File: config.mk
export PLATFORM = sky130hd
export DESIGN_NAME = sreg_access_ctrl
export DESIGN_NICKNAME = d
export VERILOG_FILES = /design/src/rtl/sreg_pkg.sv /design/src/rtl/sreg_phase_timer.sv /design/src/rtl/sreg_data_path.sv /design/src/rtl/sreg_access_ctrl.sv
export SDC_FILE = /design/constraint.sdc
export NUM_CORES = 1
export LEC_CHECK = 0
export ABC_CLOCK_PERIOD_IN_PS = 2400
export BUFFER_PORTS_ARGS = -buffer_cell sky130_fd_sc_hd__buf_2
export CORE_MARGIN = 2
export CORE_UTILIZATION = 32
export CTS_CLUSTER_SIZE = 40
export DETAILED_ROUTE_END_ITERATION = 8
export GPL_ROUTABILITY_DRIVEN = 0
export SYNTH_ARGS = -nofsm -noshare
export SYNTH_HDL_FRONTEND = slang
export SYNTH_HIERARCHICAL = 1
export SYNTH_SLANG_ARGS = --single-unit
File: constraint.sdc
create_clock -name clk_i -period 2.4 [get_ports clk_i]
set_clock_uncertainty 0.2 [all_clocks]
set_input_delay 0.24 -clock clk_i [delete_from_list [all_inputs] [get_ports clk_i]]
set_output_delay 0.24 -clock clk_i [all_outputs]
set_load 0.01 [all_outputs]
File: src/rtl/sreg_pkg.sv
package sreg_pkg;

   typedef enum logic [1:0] {
      SR_IDLE  = 2'd0,
      SR_SETUP = 2'd1,
      SR_HOLD  = 2'd2
   } sr_state_e;

   function automatic int unsigned sr_ceil_div(input int unsigned num, input int unsigned den);
      return (num + den - 1) / den;
   endfunction

   function automatic int unsigned sr_max(input int unsigned a, input int unsigned b);
      return (a > b) ? a : b;
   endfunction

endpackage

File: src/rtl/sreg_phase_timer.sv
module sreg_phase_timer #(
   parameter int unsigned MAX_CNT = 4,
   localparam int unsigned CNT_W = (MAX_CNT > 1) ? $clog2(MAX_CNT) : 1
) (
   input  logic             clk_i,
   input  logic             rst_i,
   input  logic             load_i,
   input  logic [CNT_W-1:0] load_val_i,
   output logic             expire_o
);

   logic [CNT_W-1:0] cnt_q;

   always_ff @(posedge clk_i) begin
      if (rst_i) begin
         cnt_q <= '0;
      end else if (load_i) begin
         cnt_q <= load_val_i;
      end else if (cnt_q != '0) begin
         cnt_q <= cnt_q - 1'b1;
      end
   end

   assign expire_o = (cnt_q == '0);

endmodule

File: src/rtl/sreg_data_path.sv
module sreg_data_path #(
   parameter int unsigned REG_BITS = 8
) (
   input  logic                clk_i,
   input  logic                rst_i,
   input  logic                accept_i,
   input  logic                next_bit_i,
   input  logic                finish_i,
   input  logic                mode_i,
   input  logic [REG_BITS-1:0] wdata_i,
   input  logic                sr_dout_i,
   output logic                sr_din_o,
   output logic [REG_BITS-1:0] rdata_o
);

   logic [REG_BITS-1:0] wbuf_q;
   logic [REG_BITS-1:0] cap_q;
   logic                mode_q;
   logic                din_q;

   // Bits leave from the top: the write buffer always presents its next bit at the MSB.
   always_ff @(posedge clk_i) begin
      if (rst_i) begin
         wbuf_q  <= '0;
         cap_q   <= '0;
         mode_q  <= 1'b0;
         din_q   <= 1'b0;
         rdata_o <= '0;
      end else if (accept_i) begin
         mode_q <= mode_i;
         wbuf_q <= {wdata_i[REG_BITS-2:0], 1'b0};
         din_q  <= mode_i ? sr_dout_i : wdata_i[REG_BITS-1];
         cap_q  <= {cap_q[REG_BITS-2:0], sr_dout_i};
      end else if (next_bit_i) begin
         wbuf_q <= {wbuf_q[REG_BITS-2:0], 1'b0};
         din_q  <= mode_q ? sr_dout_i : wbuf_q[REG_BITS-1];
         cap_q  <= {cap_q[REG_BITS-2:0], sr_dout_i};
      end else if (finish_i) begin
         din_q   <= 1'b0;
         rdata_o <= cap_q;
      end
   end

   assign sr_din_o = din_q;

endmodule

File: src/rtl/sreg_access_ctrl.sv
module sreg_access_ctrl
   import sreg_pkg::*;
#(
   parameter int unsigned REG_BITS     = 8,
   parameter int unsigned SYS_CLK_PS   = 10000,
   parameter int unsigned HOLD_PS      = 5000,
   parameter int unsigned HOLD_MIN_CYC = 2,
   parameter int unsigned SETUP_CYC    = 3
) (
   input  logic                clk_i,
   input  logic                rst_i,
   input  logic                start_i,
   input  logic                mode_i,
   input  logic [REG_BITS-1:0] wdata_i,
   output logic                busy_o,
   output logic                done_o,
   output logic [REG_BITS-1:0] rdata_o,
   output logic                sr_clk_o,
   output logic                sr_din_o,
   input  logic                sr_dout_i
);

   localparam int unsigned HOLD_TIME_CYC = sr_ceil_div(HOLD_PS, SYS_CLK_PS);
   localparam int unsigned HOLD_CYC      = sr_max(HOLD_MIN_CYC, HOLD_TIME_CYC);
   localparam int unsigned MAX_CNT       = sr_max(HOLD_CYC, SETUP_CYC);
   localparam int unsigned CNT_W         = (MAX_CNT > 1) ? $clog2(MAX_CNT) : 1;
   localparam int unsigned BIT_W         = $clog2(REG_BITS);
   localparam logic [BIT_W-1:0] LAST_BIT = BIT_W'(REG_BITS - 1);
   localparam logic [CNT_W-1:0] SETUP_LD = CNT_W'(SETUP_CYC - 1);
   localparam logic [CNT_W-1:0] HOLD_LD  = CNT_W'(HOLD_CYC - 1);

   initial begin
      assert (REG_BITS >= 2) else $error("REG_BITS must be at least 2");
      assert (SETUP_CYC >= 1) else $error("SETUP_CYC must be at least 1");
      assert (HOLD_MIN_CYC >= 1) else $error("HOLD_MIN_CYC must be at least 1");
      assert (SYS_CLK_PS >= 1) else $error("SYS_CLK_PS must be nonzero");
   end

   sr_state_e        state_q;
   logic [BIT_W-1:0] bit_q;
   logic             sck_q;
   logic             done_q;
   logic             t_expire;
   logic             t_load;
   logic [CNT_W-1:0] t_val;
   logic             accept;
   logic             next_bit;
   logic             finish;

   assign accept   = start_i && (state_q == SR_IDLE);
   assign next_bit = (state_q == SR_HOLD) && t_expire && (bit_q != LAST_BIT);
   assign finish   = (state_q == SR_HOLD) && t_expire && (bit_q == LAST_BIT);

   always_comb begin
      t_load = 1'b0;
      t_val  = SETUP_LD;
      if (accept || next_bit) begin
         t_load = 1'b1;
         t_val  = SETUP_LD;
      end else if ((state_q == SR_SETUP) && t_expire) begin
         t_load = 1'b1;
         t_val  = HOLD_LD;
      end
   end

   always_ff @(posedge clk_i) begin
      if (rst_i) begin
         state_q <= SR_IDLE;
         bit_q   <= '0;
         sck_q   <= 1'b1;
         done_q  <= 1'b0;
      end else begin
         done_q <= 1'b0;
         unique case (state_q)
            SR_IDLE: begin
               if (start_i) begin
                  state_q <= SR_SETUP;
                  bit_q   <= '0;
               end
            end
            SR_SETUP: begin
               if (t_expire) begin
                  state_q <= SR_HOLD;
                  sck_q   <= 1'b0;
               end
            end
            SR_HOLD: begin
               if (t_expire) begin
                  sck_q <= 1'b1;
                  if (bit_q == LAST_BIT) begin
                     state_q <= SR_IDLE;
                     done_q  <= 1'b1;
                  end else begin
                     state_q <= SR_SETUP;
                     bit_q   <= bit_q + 1'b1;
                  end
               end
            end
            default: state_q <= SR_IDLE;
         endcase
      end
   end

   sreg_phase_timer #(
      .MAX_CNT (MAX_CNT)
   ) u_timer (
      .clk_i      (clk_i),
      .rst_i      (rst_i),
      .load_i     (t_load),
      .load_val_i (t_val),
      .expire_o   (t_expire)
   );

   sreg_data_path #(
      .REG_BITS (REG_BITS)
   ) u_data (
      .clk_i      (clk_i),
      .rst_i      (rst_i),
      .accept_i   (accept),
      .next_bit_i (next_bit),
      .finish_i   (finish),
      .mode_i     (mode_i),
      .wdata_i    (wdata_i),
      .sr_dout_i  (sr_dout_i),
      .sr_din_o   (sr_din_o),
      .rdata_o    (rdata_o)
   );

   assign busy_o   = (state_q != SR_IDLE);
   assign done_o   = done_q;
   assign sr_clk_o = sck_q;

endmodule

Yosys cells after proc, flatten, opt, wreduce, memory -nomap -nowiden
Cells that the tools add are included.
{"block": "word_totals", "output_inout_bits": 12, "elab_cells": 72, "register_bits": 34, "input_bits": 13}
{"block": "op_classes", "add_sub_neg": 2, "eq_ne": 8, "muxes": 28, "n_reduce_logical": 20, "bitwise": 4}
{"op": "$mux 8", "count": 4}
{"op": "$mux 2", "count": 7}
{"op": "$reduce_bool 2->1", "count": 6}
{"op": "$mux 1", "count": 11}
{"op": "$mux 3", "count": 3}
{"op": "$reduce_and 3->1", "count": 3}
{"op": "$ne 2x2->1 const B", "count": 4}
{"op": "$pmux 2 s3", "count": 1}
{"op": "$pmux 3 s2", "count": 1}
{"op": "$logic_and 1x1->1", "count": 5}
{"op": "$logic_not 2->1", "count": 2}
{"op": "$not 1->1", "count": 4}
{"op": "$reduce_and 4->1", "count": 1}
{"op": "$add 3x1->3 const B", "count": 1}
{"op": "$eq 3x3->1 const B", "count": 1}
{"op": "$ne 3x3->1 const B", "count": 1}
{"op": "$reduce_bool 3->1", "count": 1}
{"op": "$reduce_or 3->1", "count": 1}
{"op": "$eq 2x1->1 const B", "count": 1}
{"op": "$eq 2x2->1 const B", "count": 1}
{"op": "$pmux 1 s2", "count": 1}
{"op": "$sub 2x1->2 const B", "count": 1}
{"op": "$logic_or 1x1->1", "count": 1}

Logic depth before layout (Yosys ltp)
{"block": "logic_depth", "word_depth": 6, "ltp_mapped": 9, "mapped_depth_nobuf": 7}

Hierarchy
The synthesis kept the hierarchy.
{"module": "sreg_data_path", "area_each_um2": 999.7, "cells_per_inst": 110, "n_inst": 1, "seq_area_each_um2": 500.5}
{"module": "sreg_access_ctrl", "area_each_um2": 385.4, "cells_per_inst": 45, "n_inst": 1, "seq_area_each_um2": 140.1}
{"module": "sreg_phase_timer", "area_each_um2": 121.4, "cells_per_inst": 12, "n_inst": 1, "seq_area_each_um2": 40.0}

Worst setup path before layout
OpenSTA, ideal clock, no wires.
{"block": "synth_timing", "path_kind": "reg2reg", "startpoint": "register bit_q[0]", "endpoint": "register u_data.wbuf_q[6]", "required_time_ns": 2.068, "path_buffers": 1, "setup_ns": 0.132, "synth_period_minus_slack_ns": 1.982, "setup_slack_ns": 0.418, "path_stages_with_launch": 9, "arrival_ns": 1.650, "path_cell_list": "dfxtp_1 -> ha_1 -> ha_1 -> nand4bb_2 -> clkinv_1 -> buf_6 -> mux2_2 -> nand2_1 -> a21oi_1"}
{"block": "synth_between", "elab_chain_len": 3}
{"element": "from (decl)", "line": "sreg_access_ctrl.sv:40", "rtl": "logic [BIT_W-1:0] bit_q;"}
{"element": "from (signal assigned)", "line": "sreg_access_ctrl.sv:95", "rtl": "bit_q <= bit_q + 1'b1;"}
{"element": "$ne 3x3->1", "line": "sreg_access_ctrl.sv:51", "rtl": "assign next_bit = (state_q == SR_HOLD) && t_expire && (bit_q != LAST_BIT);"}
{"element": "$logic_and 1x1->1", "line": "sreg_access_ctrl.sv:51"}
{"element": "named net next_bit", "line": "sreg_access_ctrl.sv:47", "rtl": "logic next_bit;"}
{"element": "$reduce_bool 2->1 (no line)"}
{"element": "to (signal assigned)", "line": "sreg_data_path.sv:31", "rtl": "wbuf_q <= {wdata_i[REG_BITS-2:0], 1'b0};"}
{"element": "to (signal assigned)", "line": "sreg_data_path.sv:35", "rtl": "wbuf_q <= {wbuf_q[REG_BITS-2:0], 1'b0};"}
{"element": "to (decl)", "line": "sreg_data_path.sv:16", "rtl": "logic [REG_BITS-1:0] wbuf_q;"}
The timed path passes the listed nets, and every way through them passes these cells.
A chain may end at the register's enable or synchronous reset.

Worst setup path after layout
{"block": "layout_timing", "startpoint": "register bit_q[0]", "endpoint": "register u_data.din_q (netlist: u_data/sr_din_o)"}
{"block": "layout_between", "elab_chain_len": 4, "word_cells_on_any_way": 7, "classes_between": "2 x eq/ne; 2 x mux; 3 x reduce/logical"}
{"element": "$ne 3x3->1 (*)", "line": "sreg_access_ctrl.sv:51"}
{"element": "$logic_and 1x1->1 (*)", "line": "sreg_access_ctrl.sv:51"}
{"element": "named net next_bit", "line": "sreg_access_ctrl.sv:47"}
{"element": "$mux 1", "line": "sreg_data_path.sv:34", "rtl": "end else if (next_bit_i) begin"}
{"element": "$mux 1", "line": "sreg_data_path.sv:29", "rtl": "end else if (accept_i) begin"}
{"element": "to (signal assigned)", "line": "sreg_data_path.sv:32", "rtl": "din_q <= mode_i ? sr_dout_i : wdata_i[REG_BITS-1];"}
{"element": "to (signal assigned)", "line": "sreg_data_path.sv:36", "rtl": "din_q <= mode_q ? sr_dout_i : wbuf_q[REG_BITS-1];"}
{"element": "to (decl)", "line": "sreg_data_path.sv:19", "rtl": "logic din_q;"}
Mark *: on every way through the listed nets, which the timed path passes. The rest lies on a longest branch.

==> metrics.cfg <==
[status]
status=completed

[logic_synthesis]
syn_inst=167
synth_top_family_by_area=simple AND/OR/NAND/NOR gates
ys_warn_count=6
synth_top_area_share_pct=45.2
synth_ff_type=dfxtp_1
synth_edf_count=0
synth_top_cell_by_area=dfxtp_1
synth_compound_area_share_pct=11.5
synth_xor_area_share_pct=0.581
postSynth.asyncResetShare_pct=0
ys_seq_area_share_pct=45.2
ys_ff_latch=34
yosysUniqueCellTypes=37
synthAdderAreaFrac_pct=3.32
synth_area_um2=1510
synthesis.nets=184
syn_avg_cell_area_um2=9.02
synthSimpleGateAreaFrac_pct=22.3
synthTopCellsByArea=dfxtp_1, nand2_1, a21oi_1
synthMuxAreaShare_pct=11.8

[cts]
clk_latency_ns=0.28
cts_tree=yes
cts.clk_slew.worst_paths_ns=0.07
cts_resized=0
root_buffer=clkbuf_8
cts_setup_buffers=0
ctsLongestPathBuffers=2
clock_sinks=34
holdBufCountCts=3
htree_levels=2
numCtsBuffers=5

[floorplan]
num_rows=24
die_w_um=72.6
initial_core_util_pct=33.9
dieArea_um2=5270
io_pins=25
core_area_um2=4440
die_h_um=72.6

[flow_run]
drv_cap=0

[routing]
antenna_left=0
first_pass_iters=4
vias=1187
vias_per_cell=4.73
drc_errors=0
drt-total-wl_um=2910
drt_iter0_markers=119
wl_per_cell_um=11.6

[power]
ir_drop_uv=309
p_clk_share_pct=28.7
p_sw_share_pct=31.0
p_leak_nw=0.760
combPwrFrac_pct=26.8
p_switching_w=0.000465
p_int_w=0.00104
seqPwrFrac_pct=44.5
powerDensity_nw_per_um2=835

[critical_path]
cp-end-kind=flip-flop
slowest_delay_ns=0.34
critPathKind=reg2reg
critPathLaunchType=flip-flop
cpMaxStageDelayCell=a221o_1
cp_num_buf_inv=2
reg2reg_from=bit_q[0]$_SDFFE_PP0P_
crit_chain=ha_1 > ha_1 > nand4bb_2 > clkinv_1 > buf_4 > nor2_4 > a221o_1 > a31oi_1
critPathMaxFanout=9
cp.arrival_ns=2.11
critical_path_depth=8
critical_path.top_delay_family=compound AO/OA/AOI/OAI gates
crit_start=bit_q[0]$_SDFFE_PP0P_
worstRegToRegCells=8
worstPathRequired_ns=2.41
path_common_cell=ha_1

[grt]
overflow=0
grt_antenna_before_repair=0
grt_pass1_vias=1119
grt_pass1_wl_um=5090
track_usage_pct=12.6
grt_max_degree=37

[sta]
hold_violations=0
relSlewSlack_pct=57.8
fin_crit_ns=2.10
rsz0062_at_grt=no
final_max_slew_viol_count=0
setup_viol=0
fin_crit_sh_pct=87.4
fmax_mhz=477
worstMarginPinSlew_ns=0.633
tns_ns=0

[min_path]
hp-class=in2reg
holdPathStages=3
worstHoldStart=wdata_i[0]

[final_layout]
layout-drive-gt1-share_pct=24.6
area.growth.synth_to_final_pct=19.4
final_net_count=215
mostFrequentLayoutCell=dfxtp_1
layout.cells.non_filler=251
antenna_cells=0
final_cell_mix=dfxtp_1, nand2_1, buf_2

[placed_design]
placement.io_buffers=24
dp_cells=240
hpwl_um=1920

==> power by group through the flow <==
stage | Combinational (W) | Sequential (W) | Clock, W
final | 0.000403 | 0.000667 | 0.000431
after global routing | 0.000449 | 0.000675 | 0.000476
after CTS | 0.000406 | 0.000667 | 0.000448
after detailed placement | 0.000396 | 0.000680 | 0
after global placement | 0.000392 | 0.000678 | 0
after floorplan | 0.000305 | 0.000667 | 0
==> worst reg2reg max path, delay by kind of cell, from the launching register on <==
family                     cells  cell delay [ns]
AOI/OAI and AO/OA              2             0.49
adders and majority gates      2             0.38
buffers and inverters          2             0.26
DFF                            1             0.33
and+or+nand+nor                2             0.37
==> per-layer routing <==
layer	track usage (%)	wire, µm
met1	16.6	1480
met2	18.2	1240
met3	5.11	163
met4	4.94	16
met5	0	0
==> sequential cells by signal, indices dropped and copies added (netlist names) <==
signal and cells:
bit_q 3, done_o 1, sr_clk_o 1, state_q 2, u_data/cap_q 8, u_data/mode_q 1, u_data/rdata_o 8, u_data/sr_din_o 1
u_data/wbuf_q 7, u_timer/cnt_q 2
==> metrics by stage <==
| stage | power [W] | hold WS (ns) | worst slack, ns | cell area (µm²) | utilization, % |
|---|---|---|---|---|---|
| CTS | 0.00152 | 0.000117 | 0.294 | 1800 | 40.5 |
| global route | 0.00160 | 0.00168 | 0.119 | 1800 | 40.5 |
| detailed placement | 0.00108 | 0.245 | 0.319 | 1680 | 37.8 |
| global placement | 0.00107 | 0.242 | 0.351 | 1680 | 37.8 |
| floorplan | 0.000972 | 0.109 | 0.418 | 1510 | - |
| finish | 0.00150 | 0.00428 | 0.303 | 1800 | 40.5 |
==> synth_stat cells, types with 2 or more instances <==
master,n
a21o_1,2
a21oi_1,22
buf_2,2
buf_6,2
clkbuf_1,3
dfxtp_1,34
ha_1,4
inv_1,6
mux2_2,5
mux2i_1,11
nand2_1,33
nand2b_1,3
nand3_1,3
nand3b_1,2
nor2_1,11
nor2b_1,2
or2_1,2
==> final timing paths <==
| kind | slack [ns] | to |
|---|---|---|
| hold reg to reg | 0.25 | u_data/cap_q[7]$_SDFFE_PP0P_ |
| hold / removal | 0.004 | u_data/wbuf_q[1]$_SDFFE_PP0P_ |
| setup reg to reg | 0.30 | u_data/sr_din_o$_SDFFE_PP0P_ |
| setup / recovery | 0.30 | u_data/sr_din_o$_SDFFE_PP0P_ |
==> area by class of cell <==
type                    instances  area, µm²
fillers                       450       2650
multi-input cells             117        744
flip-flops and latches         34        681
repair buffers                 32        188
clock buffers                   7       86.3
well taps                      52       65.1
inverters                       8       30.0
clock inverters                 1       5.00
==> kinds of logic after synthesis <==
| family | count (synthesis) |
|---|---|
| buf+inv | 16 |
| mux | 17 |
| xor+xnor | 1 |
| flops | 34 |
| compound gates | 29 |
| simple gates | 66 |
| fa+ha+maj | 4 |
Power figures use the tool's default switching activity.
